**src/rtl/cmt_pkg.sv**
```systemverilog
package cmt_pkg;

    typedef enum logic [1:0] {
        ACT_NONE   = 2'b00,
        ACT_LOW    = 2'b01,
        ACT_HIGH   = 2'b10,
        ACT_TOGGLE = 2'b11
    } pin_act_e;

    typedef enum logic [1:0] {
        MODE_CMP_OUT = 2'b00,
        MODE_RSVD1   = 2'b01,
        MODE_RSVD2   = 2'b10,
        MODE_RSVD3   = 2'b11
    } mode_e;

endpackage

```
**src/rtl/cmt_match.sv**
```systemverilog
module cmt_match #(
    parameter int CW = 10,
    parameter int PW = 3
) (
    input  logic          active,
    input  logic [CW-1:0] cnt,
    input  logic [CW-1:0] cmp_a,
    input  logic [PW-1:0] cmp_p,
    output logic          a_hit,
    output logic          p_hit
);
    localparam int LW = CW - PW;

    logic [CW-1:0] p_target;

    always_comb begin
        // zero coarse value means a full-scale period
        if (cmp_p == '0) p_target = '1;
        else             p_target = {cmp_p, {LW{1'b0}}};
        a_hit = active && (cmp_a != '0) && (cnt == cmp_a);
        p_hit = active && (cnt == p_target);
    end
endmodule

```
**src/rtl/cmt_pinctl.sv**
```systemverilog
module cmt_pinctl
    import cmt_pkg::*;
(
    input  logic     pin_q,
    input  pin_act_e act,
    input  logic     a_evt,
    input  logic     rise,
    input  logic     init_lvl,
    output logic     pin_d
);
    always_comb begin
        pin_d = pin_q;
        if (rise) begin
            pin_d = init_lvl;
        end else if (a_evt) begin
            unique case (act)
                ACT_NONE:   pin_d = pin_q;
                ACT_LOW:    pin_d = 1'b0;
                ACT_HIGH:   pin_d = 1'b1;
                ACT_TOGGLE: pin_d = ~pin_q;
                default:    pin_d = pin_q;
            endcase
        end
    end
endmodule

```
**src/rtl/cmt_timer.sv**
```systemverilog
module cmt_timer
    import cmt_pkg::*;
#(
    parameter int CW = 10,
    parameter int PW = 3
) (
    input  logic          clk,
    input  logic          rst_n,
    input  logic          run,
    input  logic [1:0]    mode,
    input  logic          clr_sel,
    input  logic [1:0]    pin_act,
    input  logic          init_lvl,
    input  logic [CW-1:0] cmp_a,
    input  logic [PW-1:0] cmp_p,
    input  logic [1:0]    flag_clr,
    output logic [CW-1:0] count,
    output logic          flag_a,
    output logic          flag_p,
    output logic          pin_out
);
    typedef struct packed {
        logic [CW-1:0] cnt;
        logic          fa;
        logic          fp;
        logic          pin;
        logic          run;
    } state_t;

    state_t st_d, st_q;
    logic   active, a_hit, p_hit, rise, pin_nx, restart;

    assign active = run && (mode_e'(mode) == MODE_CMP_OUT);
    assign rise   = run && !st_q.run;

    cmt_match #(.CW(CW), .PW(PW)) u_match (
        .active (active),
        .cnt    (st_q.cnt),
        .cmp_a  (cmp_a),
        .cmp_p  (cmp_p),
        .a_hit  (a_hit),
        .p_hit  (p_hit)
    );

    cmt_pinctl u_pin (
        .pin_q    (st_q.pin),
        .act      (pin_act_e'(pin_act)),
        .a_evt    (a_hit),
        .rise     (rise),
        .init_lvl (init_lvl),
        .pin_d    (pin_nx)
    );

    always_comb begin
        st_d     = st_q;
        restart  = clr_sel ? a_hit : p_hit;
        if (active) begin
            st_d.cnt = restart ? '0 : st_q.cnt + 1'b1;
        end
        st_d.fa  = (st_q.fa & ~flag_clr[0]) | a_hit;
        st_d.fp  = (st_q.fp & ~flag_clr[1]) | (p_hit & ~clr_sel);
        st_d.pin = pin_nx;
        st_d.run = run;
    end

    always_ff @(posedge clk) begin
        if (!rst_n) st_q <= '0;
        else        st_q <= st_d;
    end

    assign count   = st_q.cnt;
    assign flag_a  = st_q.fa;
    assign flag_p  = st_q.fp;
    assign pin_out = st_q.pin;
endmodule

```
**config.mk**
```make
export PLATFORM = sky130hd
export DESIGN_NAME = cmt_timer
export DESIGN_NICKNAME = d
export VERILOG_FILES = /design/src/rtl/cmt_pkg.sv /design/src/rtl/cmt_match.sv /design/src/rtl/cmt_pinctl.sv /design/src/rtl/cmt_timer.sv
export SDC_FILE = /design/constraint.sdc
export NUM_CORES = 1
export LEC_CHECK = 0
export ABC_CLOCK_PERIOD_IN_PS = 3900
export CORE_MARGIN = 2
export CORE_UTILIZATION = 35
export DETAILED_ROUTE_END_ITERATION = 8
export GPL_TIMING_DRIVEN = 0
export HOLD_SLACK_MARGIN = 0.05
export MAX_ROUTING_LAYER = met4
export PLACE_DENSITY = 0.63
export SYNTH_ARGS = -nofsm -noshare
export SYNTH_HDL_FRONTEND = slang
export SYNTH_SLANG_ARGS = --single-unit
```
**constraint.sdc**
```tcl
create_clock -name clk -period 3.9 [get_ports clk]
set_clock_uncertainty 0.1 [all_clocks]
set_input_delay 0.39 -clock clk [delete_from_list [all_inputs] [get_ports clk]]
set_output_delay 0.39 -clock clk [all_outputs]
set_load 0.03 [all_outputs]
```
### Word level (Yosys, flattened, before mapping)

Cells that the tools add are included.

* register bits: 14
* input bits: 24
* output and inout bits: 13
* word-level logic and storage cells: 39

* add/sub/neg operators: 1
* equality and inequality tests: 6
* reduce and logical (&&, ||, !) cells: 12
* mux-type cells: 6
* bitwise operators: 9

Operators by type and width (count)
* 10-bit == test: 2
* 10-bit 2-to-1 mux: 2
* 10-bit by 1-bit adder with 10-bit output, second input constant: 1
* 10-bit nonzero test: 1
* 1-bit logical AND: 5
* 2-bit == test, second input constant: 2
* 2-bit zero test: 2
* 1-bit NOT: 4
* 1-bit AND: 3
* 3-bit zero test: 1
* 1-bit 2-to-1 mux: 3
* 1-bit case mux with 3 select lines: 1
* 2-bit by 1-bit == test with 1-bit output, second input constant: 1
* 2-bit != test, second input constant: 1
* 1-bit OR: 2
* 2-bit AND reduction: 1
* 2-bit nonzero test: 1
* 1-bit zero test: 1

### Longest topological paths before layout

Gate-level depths: netlist (run 1).

* depth in word-level cells: 6
* depth in mapped cells: 7

### Modules after synthesis

Synthesis (run 1) repeated with hierarchy kept, for this count alone.

* cells, all modules: 121
* area, all modules: 983.4 sq um

Modules (own cells, without submodules)
* cmt_timer: area an instance 706.9 sq um, cells each 81, times used 1, seq. area each 280.3 sq um
* cmt_match: area an instance 249.0 sq um, cells each 36, times used 1, seq. area each 0.0 sq um
* cmt_pinctl: area an instance 27.5 sq um, cells each 4, times used 1, seq. area each 0.0 sq um

### Least setup slack after synthesis (run 1)

OpenSTA, ideal clock, no wires.

* path kind: input -> register
* from: input port mode[1]
* to: register st_q, in the netlist count[1]
* stages on the path: 6
* setup slack: 1883 ps
* library setup time: 139 ps
* data arrival time: 1778 ps
* data required time: 3661 ps
* cell sequence: nor3b_2 nand4_1 nor4_1 a21bo_2 buf_4 nor3_1

* longest elaborated chain between the ends: 6

RTL lines
* start: declaration: RTL line cmt_timer.sv:10 `input logic [1:0] mode,`
* 2-bit zero test *: RTL line cmt_timer.sv:33 `assign active = run && (mode_e'(mode) == MODE_CMP_OUT);`
* 1-bit logical AND *: RTL line cmt_timer.sv:33
* 1-bit logical AND (2 in a row): RTL line cmt_match.sv:20 `a_hit = active && (cmp_a != '0) && (cnt == cmp_a);`
* 1-bit 2-to-1 mux: RTL line cmt_timer.sv:56 `restart = clr_sel ? a_hit : p_hit;`
* 10-bit 2-to-1 mux: RTL line cmt_timer.sv:58 `st_d.cnt = restart ? '0 : st_q.cnt + 1'b1;`
* end signal: assignment: RTL line cmt_timer.sv:68 `else st_q <= st_d;`
* end: declaration: RTL line cmt_timer.sv:30 `state_t st_d, st_q;`

Every way passes the cells marked *; elsewhere a longest branch is shown, timed or not.
A chain may end at the register's enable or synchronous reset.

### Worst setup path in the final report (run 1)

* from: input port run
* to: register st_q, in the netlist count[1]

* longest elaborated chain between the ends: 5

RTL lines
* start: declaration: RTL line cmt_timer.sv:9 `input logic run,`
* 1-bit logical AND *: RTL line cmt_timer.sv:33
* 1-bit logical AND (2 in a row): RTL line cmt_match.sv:20
* 1-bit 2-to-1 mux: RTL line cmt_timer.sv:56
* 10-bit 2-to-1 mux: RTL line cmt_timer.sv:58

Marks and branches as above.

==> metrics, run 1 <==
Setup TNS=0 ps; Leakage=0.4945 nW; clock sinks=14; top cells by area, synth=dfxtp_1 29%, xnor2_1 14%, buf_4 8.6%; num ports=37; relative slew slack=44.59%; post-route ant nets=0; Comb pwr share=18.9%; Clk pin slew, worst setup/hold paths=90 ps; Hold Vio Cnt, Final=0; first-pass GRT wire length=just under 4000 um; layout cells sized above 1=16.44%; switching pwr=a little over 70 uW; R2R Setup Slk=1640 ps; Int Pwr=about 240 uW; sw frac=23.39%; dpl hpwl=about 1800 um; Worst Hold Margin=391.2 ps; top cell type's share of synthesized area=29.32%; Synth Warn #=0; cells after synthesis=106; fin nets=approximately 170; element type at the critical path end=flop; Clk pwr share=33.6%; crit start category=input port; Post-Syn Area=955.9 um2; launch point of the worst path=run; Layout fillers=between 200 and 250; minimum clock period=2742 ps; final setup fails=0; Max Fclk=364.7 MHz; Post-CTS Setup Bufs=0; CTS tree=done; area leader, netlist=dfxtp_1; pwr/cell area=223.6 nW/um2; CTS buffer count=3; Max Buffers Root-to-Sink=2; Post-Syn Area per Cell=9.018 um2; MaxCap Viol Count=0; hold_sp=pin_out; pin count of the biggest net entering global routing=11; Synth Net Count=131; GRT Util Overall=15.99%; Pre-antenna DRT Iters=4; Yosys cell types=33; Peak VDD IR=0.2040 mV; Area Overhead vs Synth=45.42%; DRT iter0 DRCs=29; FF+latch count, synth=14; die height=about 56 um; number of global-route vias before repair=882; die width=roughly 56 um; WS Path Type=in2reg; htree depth=1; post-cts sizing count=0; via count=between 800 and 900; n_diodes=0; status=finished, final reports clean; DR WL/cell=roughly 12 um; Worst-Margin Slew=823.6 ps; num rows=18; Worst Path Max Fanout=10; Clock Latency Late Sink=about 280 ps; grt total ovfl=0; Residual DRC=0; initial antenna violation count=0; hold_buf cts=0; sequential share of power=47.5%; CP arrival=around 2800 ps; Initial Util=37.90%; I/O Buffers=36; worst min path class=reg2reg; Slew Viols, Final=0; Placeable Area=2522 um2; Total Wirelength=2194 um; Die ar.=3165 um2; CTS root buf=clkbuf_4; worst r2r src=count[2]; critical path required time=about 4000 ps; post-synthesis sequential area ratio=between 20% and 30%; period utilization=70.31%; unrepaired setup endpoints after global routing=false; GPL Wtd Cong=slightly below 0.8; vias per cell=4.915
cell usage after synthesis, drive strengths merged:
cell type / count
xnor2: 15
and3: 3
ha: 1
a31oi: 1
o21ai: 2
nand3: 1
nor2: 6
mux2i: 1
or3b: 1
and2: 1
or2: 1
nor2b: 2
buf: 13
o21a: 2
inv: 2
a2111oi: 1
nor4: 3
nand2b: 1
dfxtp: 14
a41o: 1
a21bo: 1
nor3: 9
xor2: 6
nor3b: 1
a211oi: 1
nand2: 5
or4: 3
nand4: 8
worst max-delay path: stages:
cell,delay (ps)
clkdlybuf4s50_1,490
nor3b_2,540
nand4_1,140
nor4_1,750
a21bo_2,250
buf_4,160
nor3_1,70
metal layers:
| layer | global-route usage, % | part of all wire [%] | up-vias |
|---|---|---|---|
| li1 | - | - | 450 |
| met1 | 19.15 | 46 | 390 |
| met2 | 26.72 | 49 | 23 |
| met3 | 4.839 | 4.1 | 2 |
| met4 | 3.061 | 0.36 | 0 |
| met5 | - | 0 | - |
power groups by stage:
stage               Sequential (mW)  Combinational, mW  Clock (mW)
floorplan                     0.152             0.0234           0
global placement              0.151             0.0574           0
detailed placement            0.151             0.0586           0
CTS                           0.148             0.0589       0.109
global route                  0.148             0.0638       0.113
finish                        0.148             0.0587       0.104
final cells by class:
class	instances	area, um2	share of cell area [%]
plain buffers	13	98.84	7.111
clock buffers	4	36.28	2.610
inverters	2	7.507	0.5401
multi-input cells	77	569.3	40.95
flip-flops and latches	14	280.3	20.16
well taps	30	37.54	2.700
repair buffers	36	360.3	25.92
path summary, 6_finish.rpt:
check	end	cells past startpoint
worst max-delay path	count[1]	7
worst min-delay path	pin_out	2
worst max register to register	count[1]	6
worst min register to register	pin_out	2
stage by stage:
stage          instance area, um2  utilization (%)  power [mW]  setup slack (ps)  std cells
2_1_floorplan               955.9                -      0.1754              1883        106
3_3_place_gp                 1354            53.67      0.2085             857.2        172
3_5_place_dp                 1354            53.67      0.2097             846.7        172
4_1_cts                      1390            55.11      0.3158              1165        176
5_1_grt                      1390            55.11      0.3254             923.4        176
6_report                     1390            55.11      0.3109              1158        176
logic make-up after synthesis:
kind of cell | Yosys count | synth area share, %
xor gates and xnor gates | 21 | 19.24
adders and majority gates | 1 | 1.309
and+or+nand+nor | 45 | 28.53
muxes | 1 | 1.047
DFF | 14 | 29.32
buffers and inverters | 15 | 11.13
AOI/OAI and AO/OA | 9 | 9.424
state kept, by name (all words and copies together) (netlist names):
register  flops
pin_out       1
flag_p        1
flag_a        1
count        10
st_q          1
cells in the final DEF (no fill, tap or decap):
| cell | Yosys | layout |
|---|---|---|
| clkdlybuf4s50_1 | 0 | 36 |
| xnor2_1 | 15 | 15 |
| dfxtp_1 | 14 | 14 |
| buf_4 | 11 | 11 |
| nor3_1 | 9 | 9 |
| nand4_1 | 8 | 8 |
| nor2_1 | 6 | 6 |
| xor2_1 | 6 | 6 |
| nand2_1 | 5 | 5 |
| and3_1 | 3 | 3 |
| clkbuf_4 | 0 | 3 |
| or4_1 | 2 | 2 |
| nor4_1 | 2 | 2 |
| inv_1 | 2 | 2 |
| nor2b_1 | 2 | 2 |
| o21a_1 | 2 | 2 |
| nor3b_2 | 1 | 1 |
| buf_2 | 1 | 1 |
| buf_6 | 1 | 1 |
| nand3_1 | 1 | 1 |
| a21bo_2 | 1 | 1 |
| or3b_1 | 1 | 1 |
| a211oi_1 | 1 | 1 |
| or4_4 | 1 | 1 |
| nor4_4 | 1 | 1 |
| o21ai_2 | 1 | 1 |
| or2_2 | 1 | 1 |
| a2111oi_4 | 1 | 1 |
| nand2b_1 | 1 | 1 |
| o21ai_0 | 1 | 1 |
| a41o_1 | 1 | 1 |
| a31oi_1 | 1 | 1 |
| and2_1 | 1 | 1 |
| mux2i_1 | 1 | 1 |
| ha_1 | 1 | 1 |
| clkbuf_8 | 0 | 1 |
Note: power is estimated with default switching activity, not from simulation.
==> inputs of run 2 (changes only) <==
- ABC_CLOCK_PERIOD_IN_PS: 3900 -> 2400
- PLACE_DENSITY: 0.63 -> 0.66
- clock period: 3.9 -> 2.4 ns (I/O delays scaled with it)
==> run 2 against run 1 <==
Against the previous run:
- wire length grew 2.8%
- power increased by 63%
- final cell count stayed put
- largest cell class unchanged
- highest routed layer unchanged
==> metrics, run 2 (synthesis gave the netlist of run 1 again) <==
status=finished, final reports clean; grt total ovfl=0 (unchanged); Die ar.=3165 um2 (unchanged); CTS root buf=clkbuf_4; Int Pwr=387.9 uW (+63%); Placeable Area=2522 um2 (unchanged); Max Buffers Root-to-Sink=2 (unchanged); Max Fclk=451.6 MHz; non-filler cells, final=176 (unchanged); DRT iter0 DRCs=12 (-59%); Setup TNS=0 ps (unchanged); CP arrival=2260 ps (-530 ps); DR WL/cell=12.81 um (+2.8%); Peak VDD IR=0.3925 mV (+92%); minimum clock period=2214 ps; WS Path Type=in2reg; clock sinks=14 (unchanged); num rows=18 (unchanged); vias per cell=4.949 (+0.69%); most frequent cells in the layout=36 x clkdlybuf4s50_1, 15 x xnor2_1, 14 x dfxtp_1; n_diodes=0 (unchanged); dpl hpwl=1796 um (+2.6%); final setup fails=0 (unchanged); number of flip-flops in the largest register=10 (unchanged); Layout fillers=242 (-0.41%); number of global-route vias before repair=918 (+4.1%); GRT Util Overall=15.18% (-0.80 points); Post-CTS Setup Bufs=0 (unchanged); crit start category=input port; Worst-Margin Slew=567.4 ps (-256.2 ps); placed insts=172 (unchanged); Initial Util=37.90% (unchanged); Total Wirelength=2255 um (+2.8%); element type at the critical path end=flop; commonest non-fill, non-tap cell in the layout=clkdlybuf4s50_1; GPL Wtd Cong=0.7911 (+0.11%); pin count of the biggest net entering global routing=11 (unchanged); pwr/cell area=360.3 nW/um2 (+61%); Slew Viols, Final=0 (unchanged); CTS buffer count=3 (unchanged); Hold Vio Cnt, Final=0 (unchanged); I/O Buffers=36 (unchanged); MaxCap Viol Count=0 (unchanged); layout cells sized above 1=17.12% (+0.68 points); via count=871 (+0.69%); Clk pin slew, worst setup/hold paths=80 ps (about the same); Pre-antenna DRT Iters=2 (-2); switching pwr=117.5 uW (+62%); num ports=37 (unchanged); first-pass GRT wire length=3815 um (-4.0%); relative slew slack=62.17% (+18 points); critical path required time=2450 ps (-1500 ps); die width=56.26 um (unchanged); Clk pwr share=33.3% (-0.3 points); die height=56.26 um (unchanged); sequential share of power=47.5% (about the same); htree depth=1 (unchanged); CTS tree=done; fin nets=172 (unchanged); worst min path class=reg2reg; post-route ant nets=0 (unchanged); initial antenna violation count=0 (unchanged); sw frac=23.25% (-0.14 points); Worst Hold Margin=397.5 ps (+6.372 ps); post-cts sizing count=2 (+2); Sequential cell area=280.3 um2 (unchanged); unrepaired setup endpoints after global routing=false; Area Overhead vs Synth=46.73%; multi-input logic area=581.8 um2 (+2.2%); Leakage=0.4975 nW (+0.61%); Clock Latency Late Sink=280 ps (about the same); period utilization=92.26%; Worst Path Max Fanout=10 (unchanged); Residual DRC=0 (unchanged); Comb pwr share=19.2% (+0.3 points); hold_buf cts=0 (unchanged)
run 2: cell counts in the layout (fill, tap and decap cells not counted):
No cell type changed its count.
run 2: critical path, stage by stage:
cell	delay [ps]
clkdlybuf4s50_1	490
nor3b_4	430
nand4_1	160
nor4_2	490
a21bo_2	210
buf_4	160
nor3_1	70
run 2: routing by layer:
| metal | share of wire, % | GRT usage, % |
|---|---|---|
| met1 | 45 | 16.99 |
| met2 | 51 | 26.72 |
| met4 | 0.31 | 3.061 |
| met5 | 0 | - |
| met3 | 3.9 | 4.608 |
run 2: path summary, 6_finish.rpt:
| path | depth (start not counted) | slack (ps) | start | endpoint |
|---|---|---|---|---|
| min reg2reg | 2 | 400 | pin_out | pin_out |
| min | 2 | 400 | pin_out | pin_out |
| max reg2reg | 5 | 220 | count[1] | flag_p |
| max | 7 | 190 | run | count[2] |
run 2: per-stage QoR:
| stage | setup WS [ps] | utilization [%] | cell area [um2] | power [mW] |
|---|---|---|---|---|
| after detailed placement | -493.7 | 53.67 | 1354 | 0.3410 |
| after CTS | 140.3 | 55.61 | 1403 | 0.5098 |
| after global routing | 17.53 | 55.61 | 1403 | 0.5265 |
| after floorplan | 420.5 | - | 955.9 | 0.2849 |
| final | 185.7 | 55.61 | 1403 | 0.5054 |
| after global placement | -505.8 | 53.67 | 1354 | 0.3387 |
run 2: final cells by class:
type	count	area share, %
buffer	13	7.047
sequential	14	19.98
inverter	2	0.5352
multi-input combinational	77	41.48
tap	30	2.676
timing repair buffer	36	25.69
clock buffer	4	2.587
run 2: power groups by stage:
| stage | Sequential [mW] | Combinational [mW] | Clock, mW |
|---|---|---|---|
| after detailed placement | 0.246 | 0.0954 | 0 |
| after global placement | 0.245 | 0.0933 | 0 |
| after global routing | 0.241 | 0.104 | 0.181 |
| final | 0.240 | 0.0970 | 0.168 |
| after CTS | 0.240 | 0.0978 | 0.172 |
| after floorplan | 0.247 | 0.0380 | 0 |
